**src/rtl/bcd_rtc_chain.sv**
```systemverilog
module bcd_rtc_chain #(
  parameter int TICK_DIV = 328
) (
  input  logic       clk,
  input  logic       rst_n,
  input  logic       stop_i,
  input  logic       hold_i,
  input  logic       mask_i,
  input  logic       wr_en_i,
  input  logic [2:0] wr_addr_i,
  input  logic [7:0] wr_data_i,
  input  logic       rd_start_i,
  input  logic [2:0] rd_addr_i,
  output logic [7:0] rd_data_o
);
  localparam int DW = (TICK_DIV > 2) ? $clog2(TICK_DIV) : 1;
  localparam logic [DW-1:0] DIV_LAST = DW'(TICK_DIV - 1);

  function automatic logic [7:0] bcd_inc(input logic [7:0] v);
    logic lo9;
    lo9 = (v[3:0] == 4'd9);
    return {v[7:4] + {3'b000, lo9}, lo9 ? 4'd0 : v[3:0] + 4'd1};
  endfunction

  logic [DW-1:0] div_q;
  logic          tick;
  logic [7:0]    hs_q, sec_q, min_q, hr_q, yd_q, wm_q;
  logic [7:0]    cap_hs, cap_sec, cap_min, cap_hr, cap_yd, cap_wm;

  assign tick = !stop_i && (div_q == DIV_LAST);

  logic c_hs, c_sec, c_min, c_day, c_mon, c_yr;
  logic roll_h, roll_d, roll_m;
  logic [7:0] hr_n;
  logic [5:0] dmax, day_n;
  logic [4:0] mon_n;
  logic [2:0] wd_n;
  logic [7:0] hr_inc;

  assign c_hs  = (hs_q == 8'h99);
  assign c_sec = (sec_q == 8'h59);
  assign c_min = (min_q == 8'h59);
  assign hr_inc = bcd_inc({2'b00, hr_q[5:0]});

  always_comb begin
    hr_n  = hr_q;
    c_day = 1'b0;
    if (!hr_q[7]) begin
      if (hr_q[5:0] == 6'h23) begin
        hr_n[5:0] = 6'h00;
        c_day     = 1'b1;
      end else begin
        hr_n[5:0] = hr_inc[5:0];
      end
    end else begin
      if (hr_q[5:0] == 6'h12) begin
        hr_n[5:0] = 6'h01;
      end else if (hr_q[5:0] == 6'h11) begin
        hr_n[5:0] = 6'h12;
        hr_n[6]   = ~hr_q[6];
        c_day     = hr_q[6];
      end else begin
        hr_n[5:0] = hr_inc[5:0];
      end
    end
  end

  always_comb begin
    unique case (wm_q[4:0])
      5'h02:                      dmax = (yd_q[7:6] == 2'd0) ? 6'h29 : 6'h28;
      5'h04, 5'h06, 5'h09, 5'h11: dmax = 6'h30;
      default:                    dmax = 6'h31;
    endcase
  end

  logic [7:0] day_inc, mon_inc;
  assign day_inc = bcd_inc({2'b00, yd_q[5:0]});
  assign mon_inc = bcd_inc({3'b000, wm_q[4:0]});
  assign c_mon   = (yd_q[5:0] == dmax);
  assign day_n   = c_mon ? 6'h01 : day_inc[5:0];
  assign c_yr    = (wm_q[4:0] == 5'h12);
  assign mon_n   = c_yr ? 5'h01 : mon_inc[4:0];
  assign wd_n    = (wm_q[7:5] == 3'd6) ? 3'd0 : wm_q[7:5] + 3'd1;

  assign roll_h = tick && c_hs && c_sec && c_min;
  assign roll_d = roll_h && c_day;
  assign roll_m = roll_d && c_mon;

  always_ff @(posedge clk or negedge rst_n) begin
    if (!rst_n) begin
      div_q <= '0;
      hs_q  <= 8'h00;
      sec_q <= 8'h00;
      min_q <= 8'h00;
      hr_q  <= 8'h00;
      yd_q  <= 8'h01;
      wm_q  <= 8'h01;
    end else begin
      if (stop_i || div_q == DIV_LAST) div_q <= '0;
      else                             div_q <= div_q + DW'(1);

      if (tick)          hs_q  <= c_hs ? 8'h00 : bcd_inc(hs_q);
      if (tick && c_hs)  sec_q <= c_sec ? 8'h00 : bcd_inc(sec_q);
      if (tick && c_hs && c_sec) min_q <= c_min ? 8'h00 : bcd_inc(min_q);
      if (roll_h)        hr_q  <= hr_n;
      if (roll_d) begin
        yd_q[5:0] <= day_n;
        wm_q[7:5] <= wd_n;
      end
      if (roll_m) begin
        wm_q[4:0] <= mon_n;
        if (c_yr) yd_q[7:6] <= yd_q[7:6] + 2'd1;
      end

      if (wr_en_i) begin
        case (wr_addr_i)
          3'd0: hs_q  <= wr_data_i;
          3'd1: sec_q <= wr_data_i;
          3'd2: min_q <= wr_data_i;
          3'd3: hr_q  <= wr_data_i;
          3'd4: yd_q  <= wr_data_i;
          3'd5: wm_q  <= wr_data_i;
          default: ;
        endcase
      end
    end
  end

  always_ff @(posedge clk or negedge rst_n) begin
    if (!rst_n) begin
      cap_hs  <= 8'h00;
      cap_sec <= 8'h00;
      cap_min <= 8'h00;
      cap_hr  <= 8'h00;
      cap_yd  <= 8'h01;
      cap_wm  <= 8'h01;
    end else if (rd_start_i && !hold_i) begin
      cap_hs  <= hs_q;
      cap_sec <= sec_q;
      cap_min <= min_q;
      cap_hr  <= hr_q;
      cap_yd  <= yd_q;
      cap_wm  <= wm_q;
    end
  end

  always_comb begin
    case (rd_addr_i)
      3'd0:    rd_data_o = cap_hs;
      3'd1:    rd_data_o = cap_sec;
      3'd2:    rd_data_o = cap_min;
      3'd3:    rd_data_o = cap_hr;
      3'd4:    rd_data_o = {mask_i ? 2'b00 : cap_yd[7:6], cap_yd[5:0]};
      3'd5:    rd_data_o = {mask_i ? 3'b000 : cap_wm[7:5], cap_wm[4:0]};
      default: rd_data_o = 8'h00;
    endcase
  end

  p_hs_wrap_r2: assert property (@(posedge clk) disable iff (!rst_n)
    (tick && !wr_en_i && hs_q == 8'h99) |=> (hs_q == 8'h00));

  p_pm_to_am_r4: assert property (@(posedge clk) disable iff (!rst_n)
    (roll_h && !wr_en_i && hr_q == 8'hD1) |=> (hr_q == 8'h92));

  p_feb_leap_r5: assert property (@(posedge clk) disable iff (!rst_n)
    (roll_d && !wr_en_i && wm_q[4:0] == 5'h02 && yd_q == 8'h28) |=> (yd_q[5:0] == 6'h29));

  p_wd_wrap_r6: assert property (@(posedge clk) disable iff (!rst_n)
    (roll_d && !wr_en_i && wm_q[7:5] == 3'd6) |=> (wm_q[7:5] == 3'd0));

  p_hold_cap_r9: assert property (@(posedge clk) disable iff (!rst_n)
    hold_i |=> $stable(cap_hs));

  p_halt_r10: assert property (@(posedge clk) disable iff (!rst_n)
    (stop_i && !wr_en_i) |=> $stable(hs_q));

  p_tick_gap_r12: assert property (@(posedge clk) disable iff (!rst_n)
    tick |=> !tick);
endmodule

```
**config.mk**
```make
export PLATFORM = sky130hd
export DESIGN_NAME = bcd_rtc_chain
export DESIGN_NICKNAME = d
export VERILOG_FILES = /design/src/rtl/bcd_rtc_chain.sv
export SDC_FILE = /design/constraint.sdc
export NUM_CORES = 1
export LEC_CHECK = 0
export BUFFER_PORTS_ARGS = -buffer_cell sky130_fd_sc_hd__clkbuf_2
export CELL_PAD_IN_SITES_DETAIL_PLACEMENT = 1
export CELL_PAD_IN_SITES_GLOBAL_PLACEMENT = 1
export CORE_UTILIZATION = 45
export DETAILED_ROUTE_END_ITERATION = 7
export GPL_TIMING_DRIVEN = 0
export PLACE_DENSITY_LB_ADDON = 0.12
export SLEW_MARGIN = 20
export SYNTH_ARGS = -nofsm -noshare
export SYNTH_HDL_FRONTEND = slang
export SYNTH_SLANG_ARGS = --single-unit
```
**constraint.sdc**
```tcl
create_clock -name clk -period 4.1 [get_ports clk]
set_input_delay 0.82 -clock clk [delete_from_list [all_inputs] [get_ports clk]]
set_output_delay 0.82 -clock clk [all_outputs]
set_load 0.005 [all_outputs]
```
Word-level counts from Yosys, hierarchy flattened. Index checks and enable logic that the tools add are counted.

$add $sub $neg: 15. Eq/ne operators: 31. Muxes and demuxes: 50. Bitwise gates (word level): 1. Reduce and logical (&&, ||, !) cells: 14.

Operators by type and width (count): 2-to-1 mux 8 bit (18); case mux 8 bit (6 select lines) (1); 2-to-1 mux 6 bit (6); adder 4 x 1 -> 4 bit, second input constant (6); == test 4 bit, second input constant (6); 2-to-1 mux 4 bit (6); == test 8 x 7 -> 1 bit, second input constant (2); == test 3 bit, second input constant (5); adder 4 x 1 -> 4 bit (3); == test 3 x 2 -> 1 bit, second input constant (4); == test 6 x 5 -> 1 bit, second input constant (2); == test 5 x 3 -> 1 bit, second input constant (2); == test 5 bit, second input constant (2); 2-to-1 mux 5 bit (2); case mux 5 bit (2 select lines) (1); adder 9 x 1 -> 9 bit, second input constant (1); == test 9 bit, second input constant (1); 2-to-1 mux 3 bit (3); 2-to-1 mux 9 bit (1); == test 8 bit, second input constant (1); 2-to-1 mux 1 bit (8); logical AND 1 bit (7); 2-to-1 mux 7 bit (1); == test 3 x 1 -> 1 bit, second input constant (2); 15 further kinds (20).

Flip-flop bits (word level): 105. Bits of input ports: 21. Logic and storage cells: 124.

Longest topological paths before layout.
Word-level depth: 10. Gate-level depth with buffers: 10.

Worst setup path after synthesis. No wires, ideal clock.

Kind: register -> register. Start point: reg hr_q[2]. End point: reg wm_q[1]. Setup time: 143 ps. Arrival time: 2729 ps. Required time: 3957 ps. Slack: 1229 ps. Cell stages (with the launch flop): 11. Clock period less this slack: 2871 ps. Cells stage by stage: dfrtp_1 buf_2 or4b_2 nor2_1 ha_1 nand2_1 a21oi_1 o2111ai_2 nor4_4 mux2i_1 o21ai_0.

Cells in the longest elaborated chain, start to end: 9. Elaborated cells on any way between the ends: 12.

Ends and longest elaborated chain: start, declared (line 27) `logic [7:0] hs_q, sec_q, min_q, hr_q, yd_q, wm_q;`; start signal, assigned (line 105) `if (roll_h) hr_q <= hr_n;`; start signal, assigned (line 120) `3'd3: hr_q <= wr_data_i;`; == test 6 x 5 -> 1 bit (line 58) `end else if (hr_q[5:0] == 6'h11) begin`; 2-to-1 mux 1 bit (line 58); 2-to-1 mux 1 bit (line 56) `if (hr_q[5:0] == 6'h12) begin`; 2-to-1 mux 1 bit (*) (line 48) `if (!hr_q[7]) begin`; logical AND 1 bit (*) (line 86) `assign roll_d = roll_h && c_day;`; logical AND 1 bit (*) (line 87) `assign roll_m = roll_d && c_mon;`; 2-to-1 mux 5 bit (*) (line 110) `if (roll_m) begin`; 2-to-1 mux 8 bit (line 116) `case (wr_addr_i)`; 2-to-1 mux 8 bit (*) (line 115) `if (wr_en_i) begin`; end signal, assigned (line 111) `wm_q[4:0] <= mon_n;`; end signal, assigned (line 122) `3'd5: wm_q <= wr_data_i;`; end, declared (line 27).

Mark *: on every way between the ends. The rest lies on a longest branch, timed or not. A chain may end at the register's enable or synchronous reset.

Final worst setup path.
Start point: reg hr_q[3]. End point: reg wm_q[1].

Same word-level chain as after synthesis.

==> flow_summary_export.csv <==
group,metric,value,unit
synth,ys_async_sr_fraction,100,%
synth,synth_area_leader_cell,"dfrtp_1",
clocking,ctsResizeCount,0,
pwr,p_int,2060,µW
floorplanning,die_area,13600,µm²
clocking,cts_buffers,9,
timing,finalHoldViolCount,0,
finish,area_growth,11.7,%
floorplanning,row_count,41,
global_routing,first_global_vias,4896,
worst_setup_path,end_kind,"flip-flop",
synth,ys_types,60,
synth,syn_inst,606,
pwr,pwr-share-comb,22.0,%
synth,synth_edf_count,0,
timing,timing.final.crit_period,3.58,ns
floorplanning,ios,29,
detailed_routing,vias,4789,
finish,design_area,6610,µm²
pwr,switchingPower,908,µW
synth,syn_area_per_cell,9.76,µm²
pwr,leakagePower,0.00281,µW
worst_setup_path,arrival,3.78,ns
floorplanning,coreArea,12700,µm²
finish,drive_above_1_share,16.2,%
pwr,ir_drop,0.200,mV
worst_hold_path,hp-class,"in2async",
global_routing,grt_pass1_wl,27.7,mm
worst_setup_path,path_class,"reg2reg",
pwr,switching_share,30.5,%
status,outcome,"finished, final reports clean",
floorplanning,fp.dieW,117,µm
global_routing,grt_overflow_total,0,
detailed_routing,postRouteAntennaNets,0,
clocking,cts_tree,"built",
floorplanning,die_y,117,µm
worst_setup_path,required,4.31,ns
timing,finalMaxSlewViolations,0,
timing,worstMarginPinSlew,1.03,ns
place,gp_congestion,0.876,
pwr,seq_power_share,48.5,%
clocking,cts_root_buf,"clkbuf_16",
detailed_routing,post_drt_wl_per_cell,20.9,µm
global_routing,track_usage,27.9,%
detailed_routing,routed_via_density,5.84,
synth,syn_nets,646,
place,port_buffers,26,
floorplanning,initial_utilization,46.5,%
synth,ys_ff_latch,105,
clocking,postCtsSetupBuffers,0,
synth,yosys-top-cells-area,"dfrtp_1 43%, mux2_2 8.9%, o21ai_0 4.1%",
synth,yosysTopAreaCellShare,42.7,%
detailed_routing,drt-total-wl,17.2,mm
synth,synthTopCellsByCount,"101 x dfrtp_1, 63 x nand2_1, 48 x o21ai_0",
synth,syn-cell-area,5920,µm²
synth,yosysSeqAreaShare,44.5,%
detailed_routing,drc,0,
place,place_hpwl,12.9,mm
timing,finClkSkew,0.00468,ns
global_routing,grt_max_degree,75,
timing,fmax,280,MHz
clocking,clock_sinks,105,
synth,synth_most_common_cell,"dfrtp_1",
finish,fin_nets,684,
timing,post-route-period-util,87.2,%
pwr,clkPwrFrac,29.5,%
detailed_routing,drt_iter0_markers,302,
clocking,path_clk_slew,0.07,ns
timing,rsz0062_at_grt,"no",
worst_setup_path,crit_path_start_kind,"flip-flop",
synth,yosys_warnings,0,
finish,nFillCells,1494,
synth,ys.flop_type,"dfrtp_1",
worst_setup_path,cp_cell_sequence,"clkbuf_1 > or4b_2 > nor2_1 > ha_1 > nand2_1 > a21oi_1 > o2111ai_2 > nor4_4 > mux2i_1 > o21ai_0",
clocking,cts_hold_buf,0,
clocking,cts_buffer_depth,2,
timing,setup_violations,0,
worst_setup_path,critPathMaxStageDelay,0.72,ns
place,place_area,6300,µm²
timing,setup_tns,0,ns
detailed_routing,dr.pass1.iters,4,
global_routing,antenna_found_initial,0,
worst_setup_path,crit_slowest_cell,"or4b_2",
pwr,powerDensity,450,nW/µm²
clocking,h-tree-depth,3,
clocking,worstSkewPairLatency,0.35,ns
worst_setup_path,crit_path_max_fanout,9,
job,maxCapViolCount,0,
finish,diodes,0,
timing,relSlewSlack,30.7,%
[cell usage in the layout, fill, tap and decap left out, types with 5 or more instances in the layout]
| cell type | Yosys | layout |
|---|---|---|
| nand2b_1 | 9 | 9 |
| a211oi_1 | 5 | 5 |
| nand2_1 | 63 | 63 |
| clkbuf_2 | 0 | 25 |
| clkbuf_1 | 28 | 30 |
| mux2_2 | 47 | 47 |
| inv_1 | 24 | 24 |
| xor2_1 | 7 | 7 |
| and3b_1 | 5 | 5 |
| nand3_1 | 8 | 8 |
| a21oi_1 | 28 | 28 |
| dfrtp_1 | 101 | 101 |
| ha_1 | 19 | 19 |
| a31oi_1 | 7 | 7 |
| a22oi_1 | 11 | 11 |
| o21ai_0 | 48 | 48 |
| and3_1 | 6 | 6 |
| nor3_1 | 12 | 10 |
| or3_1 | 5 | 5 |
| nor2b_1 | 9 | 9 |
| clkbuf_16 | 0 | 9 |
| nor4bb_1 | 6 | 6 |
| nor2_1 | 47 | 47 |
| o22ai_1 | 9 | 9 |
| xnor2_1 | 7 | 7 |
| mux2i_1 | 19 | 19 |
| nand4_1 | 7 | 7 |
[registers in the layout, summed over array words and instances, names as in the netlist]
| signal | flops |
|---|---|
| yd_q | 8 |
| min_q | 8 |
| hr_q | 8 |
| cap_sec | 8 |
| wm_q | 8 |
| hs_q | 8 |
| cap_hs | 8 |
| div_q | 9 |
| cap_hr | 8 |
| cap_yd | 8 |
| sec_q | 8 |
| cap_wm | 8 |
| cap_min | 8 |
[power groups by stage]
stage / registers [µW] / clock network, µW / logic (µW)
after CTS: 1440 / 900 / 658
after global placement: 1440 / 0 / 616
after global routing: 1470 / 938 / 742
after floorplan: 1380 / 0 / 466
final: 1440 / 876 / 655
after detailed placement: 1460 / 0 / 651
[final cells by class]
class	instances	area, µm²	share of cell area (%)
plain buffers	33	126	1.91
clock buffers	13	260	3.94
clock inverters	2	37.5	0.568
inverters	24	90.1	1.36
multi-input cells	444	3080	46.6
flip-flops and latches	105	2630	39.9
well taps	172	215	3.26
repair buffers	27	166	2.52
[stage by stage]
step | hold slack, ns | power, µW | cells | utilization, % | setup slack [ns]
global placement | 0.463 | 2060 | 804 | 49.2 | 0.199
finish | 0.364 | 2970 | 820 | 51.9 | 0.524
global route | 0.380 | 3150 | 820 | 51.9 | 0.289
detailed placement | 0.472 | 2110 | 805 | 49.5 | 0.222
CTS | 0.362 | 3000 | 820 | 51.8 | 0.535
floorplan | 0.444 | 1840 | 606 | - | 1.23
[cell families after synthesis]
logic type,Yosys count,synth area share [%]
compound gates,134,13.8
xor+xnor,14,2.07
fa+ha+maj,19,4.02
buf+inv,57,3.66
flops,105,44.5
mux,69,13.3
simple gates,208,18.7
[path summary, 6_finish.rpt]
kind | slack, ns | cells after the start | startpoint | end
worst max-delay path | 0.52 | 10 | hr_q[3] | wm_q[1]
worst min-delay path | 0.36 | 1 | rst_n | cap_hs[3]
worst max register to register | 0.52 | 10 | hr_q[3] | wm_q[1]
worst min register to register | 0.48 | 2 | cap_wm[6] | cap_wm[6]
max in group asynchronous | 3.04 | 2 | rst_n | yd_q[0]
min in group clk | 0.48 | 2 | cap_wm[6] | cap_wm[6]
[critical path, delay by kind of cell (launching register included)]
family,cells,cell delay (ns)
compound gates,3,0.86
fa+ha+maj,1,0.16
buf+inv,1,0.21
flops,1,0.36
mux,1,0.25
simple gates,4,1.58
[routing by layer]
metal	global-route usage (%)	up-vias	wire [µm]
met5	0	-	0
li1	-	2264	-
met2	44.3	75	8020
met4	8.86	0	339
met1	40.2	2430	8220
met3	2.80	20	579
(Power assumes the default switching activity.)
